$ cat src/rtl/sd_cmd_issuer.sv
module sd_cmd_issuer #(
  parameter int          TO_W        = 8,
  parameter logic [31:0] R1_ERR_MASK = 32'hFDF9_0000,
  parameter logic [15:0] R6_ERR_MASK = 16'hE008
) (
  input  logic            clk,
  input  logic            rst_n,
  input  logic            en,
  input  logic            cmd_we,
  input  logic [15:0]     cmd_word,
  input  logic [31:0]     cmd_arg,
  input  logic [TO_W-1:0] cto,
  input  logic            stat_clr_we,
  input  logic [15:0]     stat_clr,
  output logic            card_req,
  output logic [5:0]      card_idx,
  output logic [31:0]     card_arg,
  input  logic            card_rsp_valid,
  input  logic [4:0]      card_rsp_len,
  input  logic [127:0]    card_rsp_data,
  output logic            busy,
  output logic [15:0]     status,
  output logic [127:0]    rsp_regs,
  output logic            xfer_active,
  output logic            xfer_dir
);
  localparam logic [15:0] KEEP_MASK = 16'hB000;
  localparam logic [15:0] R3_KEEP   = 16'hE000;

  typedef enum logic [1:0] {S_IDLE, S_REQ, S_WAIT} state_t;

  state_t          st;
  logic [5:0]      idx_q;
  logic [2:0]      rt_q;
  logic [31:0]     arg_q;
  logic [TO_W-1:0] cnt;
  logic [15:0]     stat_q;
  logic [127:0]    rsp_q;
  logic            xa_q, xd_q;

  logic        unused_bits;
  assign unused_bits = ^{cmd_word[14], cmd_word[11], cmd_word[6]};

  wire accept  = en && cmd_we && (st == S_IDLE);
  wire init0   = cmd_word[7] && (cmd_word[5:0] == 6'd0);
  wire has_rsp = (rt_q == 3'd1) || (rt_q == 3'd2) || (rt_q == 3'd3) || (rt_q == 3'd6);
  wire [4:0] need_len  = (rt_q == 3'd2) ? 5'd16 : 5'd4;
  wire       short_rsp = card_rsp_len < need_len;
  wire [15:0] base     = stat_clr_we ? (stat_q & ~stat_clr) : stat_q;
  wire [15:0] fin_to   = (base & KEEP_MASK) | 16'h0080;
  wire [127:0] rsp_new = (rt_q == 3'd2) ? card_rsp_data : {card_rsp_data[127:96], 96'd0};

  logic [15:0] r3_stat, fin_ok;
  logic        err;
  always_comb begin
    r3_stat = base;
    if (rt_q == 3'd3) r3_stat = card_rsp_data[127] ? (base & R3_KEEP) : (base | 16'h1000);
    err = ((rt_q == 3'd1) && |(card_rsp_data[127:96] & R1_ERR_MASK)) ||
          ((rt_q == 3'd6) && |(card_rsp_data[111:96] & R6_ERR_MASK));
    fin_ok = (err ? (r3_stat | 16'h4000) : (r3_stat & KEEP_MASK)) |
             ((idx_q == 6'd12) ? 16'h0005 : 16'h0001);
  end

  always_ff @(posedge clk or negedge rst_n) begin
    if (!rst_n) begin
      st <= S_IDLE; idx_q <= '0; rt_q <= '0; arg_q <= '0; cnt <= '0;
      stat_q <= '0; rsp_q <= '0; xa_q <= 1'b0; xd_q <= 1'b0;
    end else begin
      stat_q <= base;
      unique case (st)
        S_IDLE: if (accept) begin
          rsp_q <= '0;
          idx_q <= cmd_word[5:0];
          rt_q  <= cmd_word[10:8];
          arg_q <= cmd_arg;
          if (init0) stat_q <= base | 16'h0001;
          else begin
            st <= S_REQ;
            if (cmd_word[13:12] == 2'd3) begin
              xa_q <= 1'b1;
              xd_q <= cmd_word[15];
            end else xa_q <= 1'b0;
          end
        end
        S_REQ: if (has_rsp) begin
          st  <= S_WAIT;
          cnt <= cto;
        end else begin
          st     <= S_IDLE;
          stat_q <= fin_ok;
        end
        S_WAIT: if (card_rsp_valid) begin
          st <= S_IDLE;
          if (short_rsp) stat_q <= fin_to;
          else begin
            stat_q <= fin_ok;
            rsp_q  <= rsp_new;
          end
        end else if (cnt == '0) begin
          st     <= S_IDLE;
          stat_q <= fin_to;
        end else cnt <= cnt - 1'b1;
        default: st <= S_IDLE;
      endcase
    end
  end

  assign card_req    = (st == S_REQ);
  assign card_idx    = idx_q;
  assign card_arg    = arg_q;
  assign busy        = (st != S_IDLE);
  assign status      = stat_q;
  assign rsp_regs    = rsp_q;
  assign xfer_active = xa_q;
  assign xfer_dir    = xd_q;

  assert_req_one_cycle_R1: assert property (@(posedge clk) disable iff (!rst_n)
    card_req |=> !card_req);
  assert_req_after_accept_R1: assert property (@(posedge clk) disable iff (!rst_n)
    (en && cmd_we && !busy && !init0) |=> (card_req && card_idx == $past(cmd_word[5:0])
                                           && card_arg == $past(cmd_arg)));
  assert_ignored_when_off_R2: assert property (@(posedge clk) disable iff (!rst_n)
    (!en && cmd_we && !busy) |=> (!busy && $stable(rsp_regs) && $stable(xfer_active)));
  assert_rsp_cleared_R3: assert property (@(posedge clk) disable iff (!rst_n)
    (en && cmd_we && !busy) |=> (rsp_regs == '0));
  assert_init_no_req_R4: assert property (@(posedge clk) disable iff (!rst_n)
    (en && cmd_we && !busy && init0) |=> (!card_req && !busy && status[0]));
  assert_timeout_clean_R6: assert property (@(posedge clk) disable iff (!rst_n)
    $rose(status[7]) |-> (!status[0] && rsp_regs == '0));
  assert_busy_end_R12: assert property (@(posedge clk) disable iff (!rst_n)
    $fell(busy) |-> (status[0] || status[7]));
endmodule

$ cat config.mk
export PLATFORM = sky130hd
export DESIGN_NAME = sd_cmd_issuer
export DESIGN_NICKNAME = d
export VERILOG_FILES = /design/src/rtl/sd_cmd_issuer.sv
export SDC_FILE = /design/constraint.sdc
export NUM_CORES = 1
export LEC_CHECK = 0
export CAP_MARGIN = 20
export CORE_MARGIN = 4
export CORE_UTILIZATION = 41
export DETAILED_ROUTE_END_ITERATION = 8
export DONT_BUFFER_PORTS = 1
export SLEW_MARGIN = 15
export SYNTH_ARGS = -nofsm -noshare
export SYNTH_HDL_FRONTEND = slang
export SYNTH_SLANG_ARGS = --single-unit
$ cat constraint.sdc
create_clock -name clk -period 6.6 [get_ports clk]
set_input_delay 1.32 -clock clk [delete_from_list [all_inputs] [get_ports clk]]
set_output_delay 1.32 -clock clk [all_outputs]
set_load 0.005 [all_outputs]
Word level (Yosys, flattened, before mapping) --
Index checks and enable logic that the tools add are counted.
Cells by class: bitwise operators 4, add/subtract/negate cells 1, reductions and logical operators 23, mux-type cells 29, equal/unequal tests 16, magnitude comparators 1
Operators with widths (count):
- 128-bit 2-to-1 mux | 3
- 128-bit one-hot mux with 2 select lines | 1
- 96-bit 2-to-1 mux | 1
- 16-bit 2-to-1 mux | 4
- 16-bit one-hot mux with 3 select lines | 1
- 15-bit 2-to-1 mux | 2
- 13-bit 2-to-1 mux | 2
- 8-bit 2-to-1 mux | 3
- 16-bit bitwise AND | 1
- 16-bit inverter | 1
- 16-bit by 3-bit bitwise OR with 16-bit output | 1
- 8-bit one-hot mux with 2 select lines | 1
- 13-bit OR reduction | 1
- 2-bit inequality test (second input constant) | 6
- 4-bit AND reduction | 3
- 2-bit 2-to-1 mux | 5
- 8-bit logical NOT | 1
- 8-bit by 1-bit subtractor with 8-bit output (second input constant) | 1
- 3-bit by 2-bit equality test with 1-bit output (second input constant) | 2
- 6-bit by 4-bit equality test with 1-bit output (second input constant) | 1
- 6-bit logical NOT | 1
- 2-bit one-hot mux with 3 select lines | 1
- 3-bit AND reduction | 2
- 2-bit nonzero test | 3
- 16 further kinds | 26
Word-level totals: input port bits 211, output and inout bits 186, bits in registers 197, logic and storage cells 83

Depth between registers and ports, before layout --
Gate-level depths: netlist of run 1.
depth in word-level cells 10, mapped depth 9, gate-level depth less buffers 6

Worst setup path after synthesis of run 1 --
No wires, ideal clock.
path kind input -> register, start in card_rsp_len[4], end reg rsp_q[50] (netlist: rsp_regs[50]), arrival 2.795 ns, path slack 3.726 ns, cell stages on the path 7, path buffers 2, required time 6.521 ns, setup time 0.079 ns, cell sequence ha_1 -> o21ai_0 -> a211oi_4 -> nor2_1 -> buf_2 -> buf_2 -> mux2i_1
On the way: longest elaborated chain between the ends 3
RTL lines:
- from (decl) | line 19 | input logic [4:0] card_rsp_len,
- 5-bit < comparator | line 48 | wire short_rsp = card_rsp_len < need_len;
- 2-bit inequality test (no source line)
- 4-bit AND reduction (no source line)
- to (signal assigned) | line 97 | rsp_q <= rsp_new;
- to (decl) | line 38 | logic [127:0] rsp_q;
Every way passes these cells. A chain may end at the register's enable or synchronous reset.

Final worst setup path of run 1 --
start reg rt_q[0], end reg rsp_q[50] (netlist: rsp_regs[50])
On the way: longest elaborated chain between the ends 5, elaborated cells between the ends (all ways) 9, classes of those cells order compare (1); eq/ne (2); mux (5); reduce/logical (1)
RTL lines:
- from (decl) | line 34 | logic [2:0] rt_q;
- from (signal assigned) | line 74 | rt_q <= cmd_word[10:8];
- 3-bit by 2-bit equality test with 1-bit output * | line 47, 51
- 5-bit 2-to-1 mux or 96-bit 2-to-1 mux (tied branches) | line 47, 51
- 5-bit < comparator or 128-bit 2-to-1 mux (tied branches) | line 48, 94
- 2-bit inequality test (no source line) or 128-bit 2-to-1 mux (tied branches)
- 4-bit AND reduction (no source line) or 128-bit one-hot mux with 2 select lines (tied branches)
Mark *: on every way between the ends. The rest lies on a longest branch, timed or not. The select of a mux whose other input is x is not followed.

==> results.md, run 1 <==
* Wire per inst at 22.4 um
* Violation count after the first detailed-routing iteration at 359
* Antenna violations before repair at 0
* Setup_tns at 0 ps
* Count leader, synth: sky130_fd_sc_hd__dfrtp_1
* Worst-skew pair later-pin latency at 430 ps
* Number of buffers inserted by hold repair at cts at 0
* Die outline width at 153 um
* Post-synthesis cell type count at 46
* Number of warning messages in the yosys log at 0
* Synth area leader: sky130_fd_sc_hd__dfrtp_1
* Setup repair after global routing missed its margin: no
* Worst path setup slack after routing at 3100 ps
* Count of mapped cells out of synthesis at 780
* Via count of the first global-routing pass at 6092
* Number of buffers created by CTS at 17
* Launching point of the worst reg2reg path: rt_q[0]
* Portion of the post-synthesis area used by sequential elements at 56.9%
* Fill cells at 1915
* Share of total power in combinational logic at 14.9%
* WP data required at 6930 ps
* Average cell area after synthesis at 11.1 sq um
* Pwr Total at 2990 uW
* Level count of the clock H-tree at 4
* Power per standard cell area at 315 mW/mm^2
* Post-synthesis cell area at 0.00867 sq mm
* Synthesis-to-finish area growth at 9.41%
* Placement-stage cell area at 0.00888 sq mm
* Count of flip-flops with a built-in enable after synthesis at 0
* Worst EP arrival at 3830 ps
* Clock-pin slew on the worst setup and hold paths at 70 ps
* Internal power at 2080 uW
* DPL Wire Length at 16.8 mm
* Post-synthesis register bit count at 197
* Setup violators final at 0
* Effective utilization at floorplan at 42.3%
* Drc violations at 0
* Share of the synthesized area in the top cell type at 56.9%
* Number of hold-slack violations in the final timing report at 0
* Gr usage total at 19.4%
* Via density at 5.43
* First-pass GRT wire length at 36.2 mm
* Crit path max fanout at 63
* Net count after synthesis at 994
* Path type of the worst setup path: register to register
* Antenna violation net count after detailed routing at 0
* Number of clock sinks at 197
* Worst Skew at 13.4 ps
* Final layout net count at 974
* Most frequent cells after synthesis: 197 x sky130_fd_sc_hd__dfrtp_1, 129 x sky130_fd_sc_hd__nand2_1, 102 x sky130_fd_sc_hd__inv_1
* Static leakage at 0.00461 uW
* Overall die height at 153 um
* Top Ports at 397
* GRT overflow at 0
* Weighted congestion at the end of routability-driven global placement at 0.883
* Post-cts sizing count at 0
* Net Switching at 910 uW
* Cell at the root of the clock tree: sky130_fd_sc_hd__clkbuf_16
* Switching power share of the total at 30.4%
* Buffers inserted by post-CTS timing repair at 0
* Sequential Power Share at 50.0%
* Synth async-reset ratio at 100%
* Maximum number of pins on one net before global-route repair at 198
* Total detailed-routing wirelength at 23.3 mm
* Hold endpoint: rsp_regs[124]
* Peak supply drop at 0.000150 V
* Register-to-register setup slack at 3100 ps
* Proportion of layout cells with a drive suffix above 1 at 13.1%
* Max capacitance violation total at 0
* Standard cell core area at 0.0205 sq mm
* Type of element capturing the critical path: register
* Type of element launching the critical path: register
* Count of final max-slew check failures at 0
* Total die area at 0.0235 sq mm
* Max-Slew Margin vs Limit at 30.6%
* Clock tree from TritonCTS: done
* Number of vias in the routed layout at 5660
* Endpoint of the worst-slack reg-to-reg timing path: rsp_regs[50]
* Highest clock frequency the design can meet at 286 MHz
* Most frequently used flop master after synthesis: sky130_fd_sc_hd__dfrtp_1
* I/O Buffers at 0
* Worst r2r path cells at 8
* Antenna diodes at 0
* Clock share of power at 35.1%
* Clk buf depth at 2
* Depth of the worst hold-timing path at 1
* Final instance area at 0.00949 sq mm
* Std-Cell Rows at 52
* Transition time of the tightest slew-check pin at 1040 ps
* Post-placement setup slack at 2850 ps
* Outcome: finished clean
* Largest cells by area after synthesis: sky130_fd_sc_hd__dfrtp_1 57%, sky130_fd_sc_hd__mux2i_1 11%, sky130_fd_sc_hd__nand2_1 5.6%
* Worst hold path type: register to register
* Worst hold path startpoint: rsp_regs[124]
* Clock period minus final worst setup slack at 3500 ps
* Drt first pass iters at 4
* Share of the cycle needed by the critical path after routing at 53.1%
==> through the flow <==
stage / utilization [%] / hold WS (ps) / cells
after floorplan: - / 472 / 780
after global placement: 43.3 / 497 / 1011
after detailed placement: 43.3 / 500 / 1011
after CTS: 46.3 / 517 / 1043
after global routing: 46.3 / 531 / 1043
final: 46.3 / 510 / 1043
==> cell usage in the layout, fill, tap and decap left out, types with 3 or more instances in the layout <==
| cell type | count |
|---|---|
| sky130_fd_sc_hd__nand2b_1 | 3 |
| sky130_fd_sc_hd__nand3_1 | 7 |
| sky130_fd_sc_hd__ha_1 | 3 |
| sky130_fd_sc_hd__a211oi_1 | 9 |
| sky130_fd_sc_hd__mux2_2 | 42 |
| sky130_fd_sc_hd__clkbuf_16 | 17 |
| sky130_fd_sc_hd__a21bo_2 | 14 |
| sky130_fd_sc_hd__o221ai_1 | 3 |
| sky130_fd_sc_hd__nor2_1 | 9 |
| sky130_fd_sc_hd__a31oi_1 | 4 |
| sky130_fd_sc_hd__dfrtp_1 | 197 |
| sky130_fd_sc_hd__a21oi_1 | 4 |
| sky130_fd_sc_hd__nor4_1 | 3 |
| sky130_fd_sc_hd__nand4_1 | 33 |
| sky130_fd_sc_hd__clkinv_8 | 5 |
| sky130_fd_sc_hd__o211ai_1 | 5 |
| sky130_fd_sc_hd__and3_1 | 3 |
| sky130_fd_sc_hd__a21boi_0 | 3 |
| sky130_fd_sc_hd__nand2_1 | 129 |
| sky130_fd_sc_hd__o21ai_0 | 4 |
| sky130_fd_sc_hd__inv_6 | 4 |
| sky130_fd_sc_hd__a21bo_1 | 18 |
| sky130_fd_sc_hd__inv_1 | 102 |
| sky130_fd_sc_hd__nor3_1 | 5 |
| sky130_fd_sc_hd__mux2i_1 | 98 |
| sky130_fd_sc_hd__a22oi_1 | 4 |
| sky130_fd_sc_hd__or4_1 | 3 |
| sky130_fd_sc_hd__nor2b_1 | 5 |
| sky130_fd_sc_hd__buf_4 | 8 |
==> kinds of logic after synthesis <==
kind of cell,count (synthesis),synth area share [%]
AO/OA/AOI/OAI,80,7.79
multiplexers,140,16.8
AND/OR/NAND/NOR,211,11.2
buffers and inverters,149,6.97
adder cells (fa/ha/maj),3,0.433
flip-flops,197,56.9
==> area by class of cell <==
type	instances	area [sq um]	area share (%)
flip-flops and latches	197	4930	52.0
multi-input cells	434	3170	33.4
clock buffers	19	453	4.78
inverters	102	383	4.04
well taps	270	338	3.56
clock inverters	13	156	1.65
repair buffers	8	60.1	0.633
==> state kept, by name (all words and copies together), names as in the netlist <==
signal / count
card_arg: 32
xfer_active: 1
status: 16
xfer_dir: 1
rsp_regs: 128
cnt: 8
st: 2
rt_q: 3
card_idx: 6
==> power by group through the flow <==
stage | sequential (uW) | combinational (uW) | clock [uW]
final | 1500 | 445 | 1050
after CTS | 1500 | 448 | 1090
after floorplan | 1470 | 376 | 0
after global placement | 1520 | 423 | 0
after detailed placement | 1520 | 450 | 0
after global routing | 1520 | 492 | 1140
==> per-layer routing <==
layer	vias up	track usage, %	share of wire [%]
met1	2805	23.0	38
met5	-	0	0
met4	0	5.89	1.8
met3	24	7.41	9.7
li1	2567	-	-
met2	264	32.8	50
==> worst max-delay path, stage by stage (launching register included) <==
cell	delay (ps)
sky130_fd_sc_hd__dfrtp_1	430
sky130_fd_sc_hd__or3b_1	530
sky130_fd_sc_hd__ha_1	250
sky130_fd_sc_hd__nor3_1	430
sky130_fd_sc_hd__a211oi_4	110
sky130_fd_sc_hd__buf_4	300
sky130_fd_sc_hd__nor2_4	170
sky130_fd_sc_hd__buf_4	750
sky130_fd_sc_hd__mux2i_1	300
==> how the worst max path moves through the flow <==
| stage | startpoint | to | slack (ps) | cells after the start |
|---|---|---|---|---|
| floorplan | card_rsp_len[4] | rsp_regs[50] | 3730 | 7 |
| global placement | card_rsp_len[4] | rsp_regs[69] | 2990 | 7 |
| detailed placement | card_rsp_len[4] | rsp_regs[63] | 2850 | 7 |
| CTS | rt_q[0] | rsp_regs[50] | 3130 | 8 |
| global route | rt_q[0] | rsp_regs[50] | 2950 | 8 |
| finish | rt_q[0] | rsp_regs[50] | 3100 | 8 |
(Power assumes the default switching activity.)
==> run 2, diff against run 1 <==
==> constraint.sdc (replaced) <==
create_clock -name clk -period 2.99 [get_ports clk]
set_input_delay 0.598 -clock clk [delete_from_list [all_inputs] [get_ports clk]]
set_output_delay 0.598 -clock clk [all_outputs]
set_load 0.005 [all_outputs]
==> run 2 against run 1 <==
  * The flow now finishes with violations (hold timing)
  * Fmax increased by 32%
  * Hold slack got worse by 650 ps
  * Critical path depth decreased by 1
  * Global-route usage increased by 0.45 points
  * Non-clock buffer count increased by 10
  * Combinational power increased by 140%
  * Via count increased by 1.5%
  * Clock skew decreased by 3.1 ps
  * Sequential share of layout area decreased by 0.94 points
  * Clock-buffer cell count decreased by 1
  * Clock power increased by 130%
  * Cell area increased by 1.8%
  * Critical endpoint is now rsp_regs[1]
==> results.md, run 2 (synthesis gave the netlist of run 1 again) <==
* Clock-pin slew on the worst setup and hold paths at 80 ps
* Setup violators final at 0
* Wire length the detailed router placed on met1 at 8.73 mm
* Post-cts sizing count at 0
* Stage delay of the slowest cell on the critical path at 430 ps
* Worst-skew pair later-pin latency at 420 ps
* Setup_tns at 0 ps
* Path type of the worst setup path: register to register
* Met3 Routed Length at 2.30 mm
* Worst hold path type: primary input to asynchronous set/reset pin
* Worst r2r path cells at 7
* Antenna diodes at 0
* Worst hold margin at -140 ps
* Antenna violation net count after detailed routing at 0
* Level count of the clock H-tree at 4
* Number of buffers created by CTS at 17
* Proportion of layout cells with a drive suffix above 1 at 14.2%
* WP data required at 3340 ps
* I/O Buffers at 0
* Number of clock sinks at 197
* Clk buf depth at 2
* Die outline width at 153 um
* Number of vias in the routed layout at 5746
* Startpoint of the worst setup timing path: rt_q[0]
* First-pass GRT wire length at 36.8 mm
* Synthesis-to-finish area growth at 11.4%
* Final layout net count at 984
* Met2 WL post-DR at 12.2 mm
* Violation count after the first detailed-routing iteration at 371
* Pwr Total at 6720 uW
* Worst Skew at 10.3 ps
* Total detailed-routing wirelength at 23.7 mm
* DPL Wire Length at 17.6 mm
* Share of the cycle needed by the critical path after routing at 88.7%
* Via count of the first global-routing pass at 6151
* Power per standard cell area at 696 mW/mm^2
* Clock tree from TritonCTS: done
* Gr usage total at 19.8%
* Commonest non-fill, non-tap cell in the layout: sky130_fd_sc_hd__dfrtp_1
* Drc violations at 0
* Standard cell core area at 0.0205 sq mm
* Via density at 5.46
* Max FFs per register at 128
* Max-Slew Margin vs Limit at 47.2%
* Crit path max-delay cell type: sky130_fd_sc_hd__dfrtp_1
* Worst EP arrival at 3000 ps
* Std-Cell Rows at 52
* Type of element capturing the critical path: register
* Post-route core utilization at 47.1%
* Outcome: finished with violations
* Register-to-register setup slack at 340 ps
* Sequential Power Share at 49.2%
* Cell at the root of the clock tree: sky130_fd_sc_hd__clkbuf_16
* Total die area at 0.0235 sq mm
* Static leakage at 0.00469 uW
* Max capacitance violation total at 0
* Number of hold-slack violations in the final timing report at 160
* Maximum number of pins on one net before global-route repair at 198
* Wire per inst at 22.5 um
* Crit path max fanout at 24
* Overall die height at 153 um
* Weighted congestion at the end of routability-driven global placement at 0.869
* Transition time of the tightest slew-check pin at 790 ps
* Highest clock frequency the design can meet at 377 MHz
* Internal power at 4700 uW
* Endpoint of the worst-slack reg-to-reg timing path: rsp_regs[1]
* Clock share of power at 35.2%
* Sequence of cells on the critical path: or3b_1, ha_1, nor3_1, a211oi_4, nor2_4, buf_12, mux2i_1
* Top Ports at 397
* Net Switching at 2020 uW
* Clock period minus final worst setup slack at 2650 ps
* Violated checks: hold timing
* Peak supply drop at 0.000394 V
* Count of final max-slew check failures at 0
* Commonest non-fill, non-tap cells in the layout: 197 x sky130_fd_sc_hd__dfrtp_1, 129 x sky130_fd_sc_hd__nand2_1, 102 x sky130_fd_sc_hd__inv_1, 98 x sky130_fd_sc_hd__mux2i_1, 42 x sky130_fd_sc_hd__mux2_2
* GRT overflow at 0
* Antenna violations before repair at 0
* Switching power share of the total at 30.0%
* Effective utilization at floorplan at 42.3%
* Share of total power in combinational logic at 15.6%
* Drt first pass iters at 5
* Launching point of the worst reg2reg path: rt_q[0]
* Type of element launching the critical path: register
* Uppermost metal layer occupied by signal nets: met4
* Setup repair after global routing missed its margin: no
==> run 2: cell types whose count changed in the layout (fill, tap and decap cells not counted), sizes merged <==
| cell | change |
|---|---|
| bufinv | +1 |
| clkinv | -1 |
| clkinvlp | +1 |
| buf | +10 |
| clkbuf | -1 |
==> run 2: per-stage QoR <==
step / area [sq um] / hold slack [ps] / worst slack, ps / cells
6_report: 9660 / -140 / 337 / 1053
5_1_grt: 9660 / -177 / 173 / 1053
4_1_cts: 9660 / -163 / 260 / 1053
3_5_place_dp: 9040 / 308 / 287 / 1021
3_3_place_gp: 9040 / 308 / 361 / 1021
2_1_floorplan: 8670 / 302 / 542 / 780
==> run 2: cell type report <==
cell class              count  area [sq um]
clock inverters            14           183
repair buffers             18           223
well taps                 270           338
flip-flops and latches    197          4930
fillers                  1867         10800
multi-input cells         434          3170
clock buffers              18           439
inverters                 102           383
==> run 2: how the worst max path moves through the flow <==
stage / endpoint / depth (start not counted)
3_5_place_dp: rsp_regs[46] / 7
4_1_cts: rsp_regs[1] / 7
2_1_floorplan: rsp_regs[50] / 9
5_1_grt: rsp_regs[44] / 7
3_3_place_gp: status[12] / 7
6_report: rsp_regs[1] / 7
==> run 2: repair_timing <==
action,4_1_cts,5_1_grt
hold endpoints to repair,197,197
setup endpoints to repair,0,0
buffers inserted,0,0
==> run 2: worst max-delay path: cells and delay by family (launching register included) <==
kind            cells  cell delay, ps
buf+inv             1             260
flops               1             430
compound gates      1             170
mux                 1             230
simple gates        3            1260
fa+ha+maj           1             210
==> run 2: layer usage <==
metal,track usage (%),up-vias
met5,0,-
met4,6.35,0
met3,7.10,28
met2,34.1,297
met1,23.2,2842
li1,-,2579
==> run 2: power by group through the flow <==
stage               registers (uW)  clock network (uW)  logic, uW
floorplan                     3240                   0        829
global placement              3350                   0       1000
detailed placement            3350                   0       1060
CTS                           3310                2430       1060
global route                  3350                2570       1160
finish                        3310                2370       1050
